$ cat src/rtl/shadow_pkg.sv
package shadow_pkg;

   typedef enum logic [1:0] {
      ACC_IDLE  = 2'd0,
      ACC_FETCH = 2'd1,
      ACC_DATA  = 2'd2
   } acc_kind_e;

   typedef struct packed {
      logic rom;
      logic pram;
      logic dram;
   } mem_sel_t;

   // fetch outranks data strobes
   function automatic acc_kind_e classify(input logic fetch_n,
                                          input logic rd_n,
                                          input logic wr_n);
      if (!fetch_n)
         return ACC_FETCH;
      else if (!rd_n || !wr_n)
         return ACC_DATA;
      else
         return ACC_IDLE;
   endfunction

endpackage

$ cat src/rtl/shadow_io_window.sv
module shadow_io_window
   import shadow_pkg::*;
#(
   parameter int ADDR_W = 16,
   parameter int SEL_W  = 3,
   localparam int IO_COUNT = 1 << SEL_W
) (
   input  logic [ADDR_W-1:0]   addr,
   input  acc_kind_e           kind,
   output logic                in_window,
   output logic [IO_COUNT-1:0] io_n
);

   logic [SEL_W-1:0] sel;
   logic             strobe_ok;

   initial begin : param_chk
      assert (ADDR_W > SEL_W)
         else $error("address must be wider than the I/O select");
   end

   // wide AND over the upper address bits
   assign in_window = &addr[ADDR_W-1:SEL_W];
   assign sel       = addr[SEL_W-1:0];
   assign strobe_ok = (kind == ACC_DATA) && in_window;

   generate
      for (genvar gi = 0; gi < IO_COUNT; gi++) begin : g_strobe
         assign io_n[gi] = !(strobe_ok && (sel == SEL_W'(gi)));
      end
   endgenerate

endmodule

$ cat src/rtl/shadow_mem_select.sv
module shadow_mem_select
   import shadow_pkg::*;
(
   input  acc_kind_e kind,
   input  logic      in_window,
   input  logic      shadow,
   input  logic      rd_n,
   input  logic      wr_n,
   output mem_sel_t  sel,
   output logic      oe_n,
   output logic      we_n
);

   always_comb begin
      sel = '0;
      unique case (kind)
         ACC_FETCH: begin
            if (shadow) sel.pram = 1'b1;
            else        sel.rom  = 1'b1;
         end
         ACC_DATA: begin
            if (!in_window) begin
               if (shadow) sel.dram = 1'b1;
               else        sel.pram = 1'b1;
            end
         end
         default: sel = '0;
      endcase
   end

   assign oe_n = !((kind == ACC_FETCH) || ((kind == ACC_DATA) && !rd_n));
   assign we_n = !((kind == ACC_DATA) && !wr_n);

endmodule

$ cat src/rtl/shadow_mode_latch.sv
module shadow_mode_latch #(
   parameter int SYNC_STAGES = 2
) (
   input  logic clk,
   input  logic rst_n,
   input  logic trig_n,
   output logic mode
);

   logic [SYNC_STAGES-1:0] sync_q;
   logic                   level;
   logic                   last_q;

   initial begin : param_chk
      assert (SYNC_STAGES >= 1)
         else $error("at least one synchronizer stage is needed");
   end

   generate
      if (SYNC_STAGES == 1) begin : g_single
         always_ff @(posedge clk or negedge rst_n) begin
            if (!rst_n) sync_q <= '1;
            else        sync_q <= trig_n;
         end
      end else begin : g_chain
         always_ff @(posedge clk or negedge rst_n) begin
            if (!rst_n) sync_q <= '1;
            else        sync_q <= {sync_q[SYNC_STAGES-2:0], trig_n};
         end
      end
   endgenerate

   assign level = sync_q[SYNC_STAGES-1];

   always_ff @(posedge clk or negedge rst_n) begin
      if (!rst_n) begin
         last_q <= 1'b1;
         mode   <= 1'b0;
      end else begin
         last_q <= level;
         if (level && !last_q)
            mode <= 1'b1;
      end
   end


   mode_sticky_chk: assert property (@(posedge clk) disable iff (!rst_n)
      mode |=> mode);

endmodule

$ cat src/rtl/boot_shadow_decoder.sv
module boot_shadow_decoder
   import shadow_pkg::*;
#(
   parameter int ADDR_W      = 16,
   parameter int SEL_W       = 3,
   parameter int SYNC_STAGES = 2,
   localparam int IO_COUNT   = 1 << SEL_W
) (
   input  logic                clk,
   input  logic                rst_n,
   input  logic [ADDR_W-1:0]   addr,
   input  logic                fetch_n,
   input  logic                rd_n,
   input  logic                wr_n,
   output logic                rom_cs_n,
   output logic                pram_cs_n,
   output logic                dram_cs_n,
   output logic                oe_n,
   output logic                we_n,
   output logic [IO_COUNT-1:0] io_n,
   output logic                shadow_on
);

   acc_kind_e kind;
   logic      in_window;
   mem_sel_t  sel;

   assign kind = classify(fetch_n, rd_n, wr_n);

   shadow_io_window #(.ADDR_W(ADDR_W), .SEL_W(SEL_W)) u_window (
      .addr      (addr),
      .kind      (kind),
      .in_window (in_window),
      .io_n      (io_n)
   );

   shadow_mem_select u_select (
      .kind      (kind),
      .in_window (in_window),
      .shadow    (shadow_on),
      .rd_n      (rd_n),
      .wr_n      (wr_n),
      .sel       (sel),
      .oe_n      (oe_n),
      .we_n      (we_n)
   );

   shadow_mode_latch #(.SYNC_STAGES(SYNC_STAGES)) u_mode (
      .clk    (clk),
      .rst_n  (rst_n),
      .trig_n (io_n[IO_COUNT-1]),
      .mode   (shadow_on)
   );

   assign rom_cs_n  = !sel.rom;
   assign pram_cs_n = !sel.pram;
   assign dram_cs_n = !sel.dram;


   one_select_chk: assert property (@(posedge clk) disable iff (!rst_n)
      $countones({rom_cs_n, pram_cs_n, dram_cs_n}) >= 2);


   io_excludes_mem_chk: assert property (@(posedge clk) disable iff (!rst_n)
      (io_n != '1) |-> (rom_cs_n && pram_cs_n && dram_cs_n && $onehot0(~io_n)));


   fetch_no_io_chk: assert property (@(posedge clk) disable iff (!rst_n)
      !fetch_n |-> (io_n == '1));


   idle_quiet_chk: assert property (@(posedge clk) disable iff (!rst_n)
      (fetch_n && rd_n && wr_n) |->
         (rom_cs_n && pram_cs_n && dram_cs_n && oe_n && we_n && io_n == '1));


   rom_locked_chk: assert property (@(posedge clk) disable iff (!rst_n)
      shadow_on |-> rom_cs_n);

endmodule

$ cat config.mk
export PLATFORM = sky130hd
export DESIGN_NAME = boot_shadow_decoder
export DESIGN_NICKNAME = d
export VERILOG_FILES = /design/src/rtl/shadow_pkg.sv /design/src/rtl/shadow_io_window.sv /design/src/rtl/shadow_mem_select.sv /design/src/rtl/shadow_mode_latch.sv /design/src/rtl/boot_shadow_decoder.sv
export SDC_FILE = /design/constraint.sdc
export NUM_CORES = 1
export LEC_CHECK = 0
export BUFFER_PORTS_ARGS = -buffer_cell sky130_fd_sc_hd__buf_2
export CELL_PAD_IN_SITES_DETAIL_PLACEMENT = 1
export CELL_PAD_IN_SITES_GLOBAL_PLACEMENT = 1
export CORE_MARGIN = 8
export CORE_UTILIZATION = 20
export CTS_BUF_LIST = sky130_fd_sc_hd__clkbuf_8 sky130_fd_sc_hd__clkbuf_16
export CTS_CLUSTER_SIZE = 40
export DETAILED_ROUTE_END_ITERATION = 10
export PLACE_DENSITY_LB_ADDON = 0.2
export SLEW_MARGIN = 40
export SYNTH_ARGS = -nofsm -noshare
export SYNTH_HDL_FRONTEND = slang
export SYNTH_SLANG_ARGS = --single-unit
$ cat constraint.sdc
create_clock -name clk -period 2.99 [get_ports clk]
set_clock_uncertainty 0.2 [all_clocks]
set_input_delay 0.4485 -clock clk [delete_from_list [all_inputs] [get_ports clk]]
set_output_delay 0.4485 -clock clk [all_outputs]
set_load 0.05 [all_outputs]
======== After elaboration in Yosys (flattened, before gate mapping) ========
Index checks and enable logic that the tools add are counted.
storage, ports and cells
  register bits after elaboration ......... 4
  latch bits .............................. 0
  RAM bits ................................ 0
  bits in read-only memories .............. 0
  output and inout bits ................... 14
  logic and storage cells ................. 52
  memories ................................ 0
cells by class
  add/sub/neg operators ................... 0
  $mul .................................... 0
  div/mod/pow operators ................... 0
  magnitude comparators ................... 0
  equal/unequal tests ..................... 9
  shifts and indexed selects .............. 0
  muxes and demuxes ....................... 8
  bitwise gates (word level) .............. 0
  reduce and logical (&&, ||, !) cells .... 32
operators by type and width
  operator                                             count
  zero test 1 bit                                      16
  AND reduction 13 bit                                 1
  equality test 3 bit, second input constant           4
  logical AND 1 bit                                    12
  equality test 3 x 2 -> 1 bit, second input constant  2
  two-way mux 2 bit                                    3
  two-way mux 1 bit                                    4
  equality test 3 x 1 -> 1 bit, second input constant  1
  zero test 3 bit                                      1
  equality test 2 x 1 -> 1 bit, second input constant  1
  equality test 2 bit, second input constant           1
  logical OR 1 bit                                     2
  case mux 1 bit (2 select lines)                      1

======== Depth between registers and ports, before layout ========
  depth in word-level cells ............... 8
  mapped depth ............................ 5
  gate-level depth less buffers ........... 3

======== Modules after synthesis ========
From an unflattened synthesis, not the netlist that was laid out.
unflattened totals
  cell total of the unflattened synthesis .. 49
  area total of the unflattened synthesis .. 411.6 um^2
modules (own cells, without submodules)
  module               times used  cells an instance  area each (um^2)  seq. area each (um^2)
  shadow_io_window     1           24                 176.4             0.0
  shadow_mode_latch    1           6                  115.1             103.8
  shadow_mem_select    1           14                 93.8              0.0
  boot_shadow_decoder  1           5                  26.3              0.0

======== Least setup slack after synthesis ========
Ideal clock, no wire load.
  path type ............................... in2out
  start point ............................. input port addr[14]
  end point ............................... output port pram_cs_n
  arrival ................................. 1,972 ps
  required time ........................... 2,342 ps
  path slack .............................. 370 ps
  stages .................................. 3
  buffers on the path ..................... 0
  path through ............................ nand4_1 or4_4 a31oi_1
between the ends
  longest elaborated chain between the ends .. 4
ends and longest elaborated chain
  what                             line                       text
  start: declaration               boot_shadow_decoder.sv:11  input logic [ADDR_W-1:0] addr,
  AND reduction 13 bit             shadow_io_window.sv:23     assign in_window = &addr[ADDR_W-1:SEL_W];
  two-way mux 2 bit                shadow_mem_select.sv:22    if (!in_window) begin
  case mux 1 bit (2 select lines)  shadow_mem_select.sv:16    unique case (kind)
  zero test 1 bit                  boot_shadow_decoder.sv:56  assign pram_cs_n = !sel.pram;
  end: declaration                 boot_shadow_decoder.sv:16  output logic pram_cs_n,
No other way between the ends.

======== Worst setup path in the final report ========
  start point ............................. input port fetch_n
  end point ............................... output port io_n[7]
between the ends
  longest elaborated chain between the ends .. 5
ends and longest elaborated chain
  what                 line                       text
  start: declaration   boot_shadow_decoder.sv:12  input logic fetch_n,
  two-way mux 2 bit    shadow_pkg.sv:19           if (!fetch_n)
  equality test 2 bit  shadow_io_window.sv:25     assign strobe_ok = (kind == ACC_DATA) && in_window;
  logical AND 1 bit    shadow_io_window.sv:25
  logical AND 1 bit    shadow_io_window.sv:29     assign io_n[gi] = !(strobe_ok && (sel == SEL_W'(gi)));
  zero test 1 bit      shadow_io_window.sv:29
  end: declaration     boot_shadow_decoder.sv:20  output logic [IO_COUNT-1:0] io_n,
No other way between the ends.

==> metrics.md <==
| Metric | Value |
|---|---|
| Post-Place Cell Area | 479 µm² |
| CP Launch Type | input pin |
| Pin count of the biggest net entering global routing | 9 |
| Post-route DRC violation count | 0 |
| Total non-filler cell area in the finished layout | 539 µm² |
| Synth area leaders | dfstp_2 (26%), nand4_1 (10%), nand4b_1 (8.7%) |
| Slew Viols, Final | 0 |
| Pre-antenna DRT Iters | 3 |
| Type of the setup path with the least slack | in -> out |
| Row cnt | 14 |
| Clock latency at the later pin of the worst-skew pair | 0.22 ns |
| Power Density | 389 nW/µm² |
| Setup Fix Bufs, Post-CTS | 0 |
| Number of violations reported at the end of detailed-routing iteration 0 | 3 |
| VDD IR max | 0.168 mV |
| I/O Buffers | 34 |
| Logic depth of the worst register-to-register path | 2 |
| Root buffer cell | clkbuf_8 |
| Post-synth cell types | 20 |
| Number of instances on the worst hold path | 0 |
| Actual slew at the worst max-slew pin | 0.515 ns |
| Cell Count Post-Placement | 85 |
| Area share of the largest cell type after synthesis | 26.1% |
| Switching power total | 51.1 µW |
| Die span in y | 54.8 µm |
| Min-Delay Startpoint | u_mode.sync_q[0] |
| Total internal power | 159 µW |
| Post-Route WL | 1.20 mm |
| Count of fill cells added during filler insertion | 196 |
| Share of total power in the clock network | 54.5% |
| Width of the chip | 54.8 µm |
| Count of yosys warnings during synthesis | 0 |
| Clk sink count | 4 |
| Layout overhead on the synthesized area | 78.8% |
| Fin cells | 90 |
| Maximum frequency from static timing analysis | 413 MHz |
| Clk buf depth | 2 |
| Worst min path class | reg -> reg |
| Deepest level of the CTS H-tree | 1 |
| TritonCTS clock tree | built |
| Worst flop-to-flop path startpoint | u_mode.last_q |
| CTS clock-pin slew for the worst setup and hold paths | 0.03 ns |
| Die outline area | 3010 µm² |
| Portion of total power attributed to combinational logic | 19.4% |
| Final estimated routing congestion in global placement | 0.640 |
| Result of the run | finished clean |
| R2R Path End | u_mode.mode |
| All-layer global routing usage | 8.51% |
| Setup repair after global routing missed its margin | no |
| Leading cell type in the layout, fill and taps excluded | buf_2 |
| Post-DRT Antenna Nets | 0 |
| Post-synth top area cell | dfstp_2 |
| Starting density of the core | 20.7% |
| Final cycle utilization of the critical path | 81.0% |
| Leakage | 0.000253 µW |
| Number of antenna violations at the first check in global routing | 0 |
| Proportion of synthesized chip area in sequential cells | 34.4% |
| Post-synthesis register bit count | 4 |
| Net count after synthesis | 58 |
| Core ar. | 1450 µm² |
| Number of global-route vias before repair | 436 |
| GR Overflow Total | 0 |
| Element type at the critical path end | output port |
| Met1 layer wirelength in the final routing | 497 µm |
| DR WL met3 | 159 µm |
| I/O pin cnt | 35 |
| Total Nets Final | 96 |
| Met2 WL post-DR | 542 µm |
| Total Neg Setup Slack | 0 ns |
| R2R Setup Slk | 1.98 ns |
| # diodes | 0 |
| Sequential cell fraction of total power | 26.0% |
| WL/cell | 13.3 µm |
| Max capacitance violation total | 0 |
| Largest driver fanout on the critical path | 8 |
| Top sig layer | met3 |
| Synthesized area divided by synthesized cell count | 8.15 µm² |
| Hold violation count in the final report | 0 |
| Final critical delay including setup and external delays | 2.42 ns |
| Switching fraction of total power | 24.4% |
| Worst Hold Path EP | u_mode.sync_q[1] |
| Setup violations, final | 0 |
| Via Count | 410 |
| Inserted Clock Buffers | 3 |
| Fraction of final layout cells sized beyond drive strength 1 | 58.1% |
| HPWL after DPL | 1.06 mm |
| Worst EP required | 2.34 ns |
| Post-Synthesis Cells | 37 |
| Relative max-transition margin | 65.6% |
| Arrival @ worst endpoint | 1.77 ns |
| Commonest cells after routing, fill and taps aside | buf_2 (34), nand4_1 (5), nand3_1 (4) |
| First-pass GRT wire length | 1.93 mm |
| Cell Area, Synth | 302 µm² |
| Vias per std cell | 4.56 |
-- state kept, by name, indices dropped and copies added, names as in the netlist --
register       cells
u_mode.last_q      1
u_mode.mode        1
u_mode.sync_q      2
-- cells in the mapped netlist, drive strengths merged --
| cell type | instances |
|---|---|
| inv | 2 |
| nand2 | 2 |
| or4 | 1 |
| a21o | 1 |
| buf | 2 |
| nand4 | 5 |
| nor2 | 3 |
| and3 | 1 |
| a21boi | 1 |
| dfstp | 3 |
| or2 | 1 |
| a31oi | 1 |
| nor3 | 1 |
| nand2b | 1 |
| and2 | 1 |
| nor2b | 3 |
| nand3 | 4 |
| dfrtp | 1 |
| nand4b | 3 |
-- routing by layer --
layer  vias to the layer above  GRT usage (%)
li1                        208              -
met1                       181           8.94
met2                        21           14.0
met3                         0           5.16
met4                         0           2.46
met5                         -              0
-- what timing repair did --
action,CTS,global route
hold endpoints to repair,1,0
setup endpoints to repair,0,0
gates resized for setup,0,0
hold buffers,1,0
-- how the worst max path moves through the flow --
stage | slack, ns | to | start
after floorplan | 0.37 | pram_cs_n | addr[14]
after global placement | 0.57 | io_n[7] | fetch_n
after detailed placement | 0.54 | io_n[7] | fetch_n
after CTS | 0.52 | io_n[7] | fetch_n
after global routing | 0.40 | io_n[7] | fetch_n
final | 0.57 | io_n[7] | fetch_n
-- cells by family after synthesis --
| group | synth area share (%) |
|---|---|
| buffers and inverters | 6.64 |
| and+or+nand+nor | 51.9 |
| DFF | 34.4 |
| AOI/OAI and AO/OA | 7.06 |
-- critical path, stage by stage --
cell and delay, ns:
buf_2 0.11, a21boi_0 0.29, nor2b_1 0.49, nand3_1 0.18, buf_2 0.25
-- layout make-up --
class,count,area (µm²),share of cell area [%]
sequential,4,104,19.3
clock inverter,1,3.75,0.696
clock buffer,3,41.3,7.66
tap,16,20.0,3.71
timing repair buffer,35,180,33.4
multi-input combinational,29,183,33.9
inverter,2,7.51,1.39
-- power groups by stage --
stage | logic (µW) | clock network (µW) | registers [µW]
3_5_place_dp | 39.9 | 0 | 55.2
3_3_place_gp | 39.5 | 0 | 55.2
2_1_floorplan | 19.5 | 0 | 55.2
4_1_cts | 41.0 | 117 | 54.7
5_1_grt | 44.7 | 123 | 54.6
6_report | 40.7 | 114 | 54.7
-- through the flow --
step / setup slack [ns] / hold WS (ns) / utilization, % / total power (µW)
after detailed placement: 0.539 / 0.0544 / 33.0 / 95.1
final: 0.569 / 0.153 / 37.1 / 210
after global routing: 0.403 / 0.162 / 37.1 / 222
after floorplan: 0.370 / -0.0471 / - / 74.7
after global placement: 0.572 / 0.0530 / 33.0 / 94.7
after CTS: 0.521 / 0.154 / 36.7 / 213
Note: power is estimated with default switching activity, not from simulation.
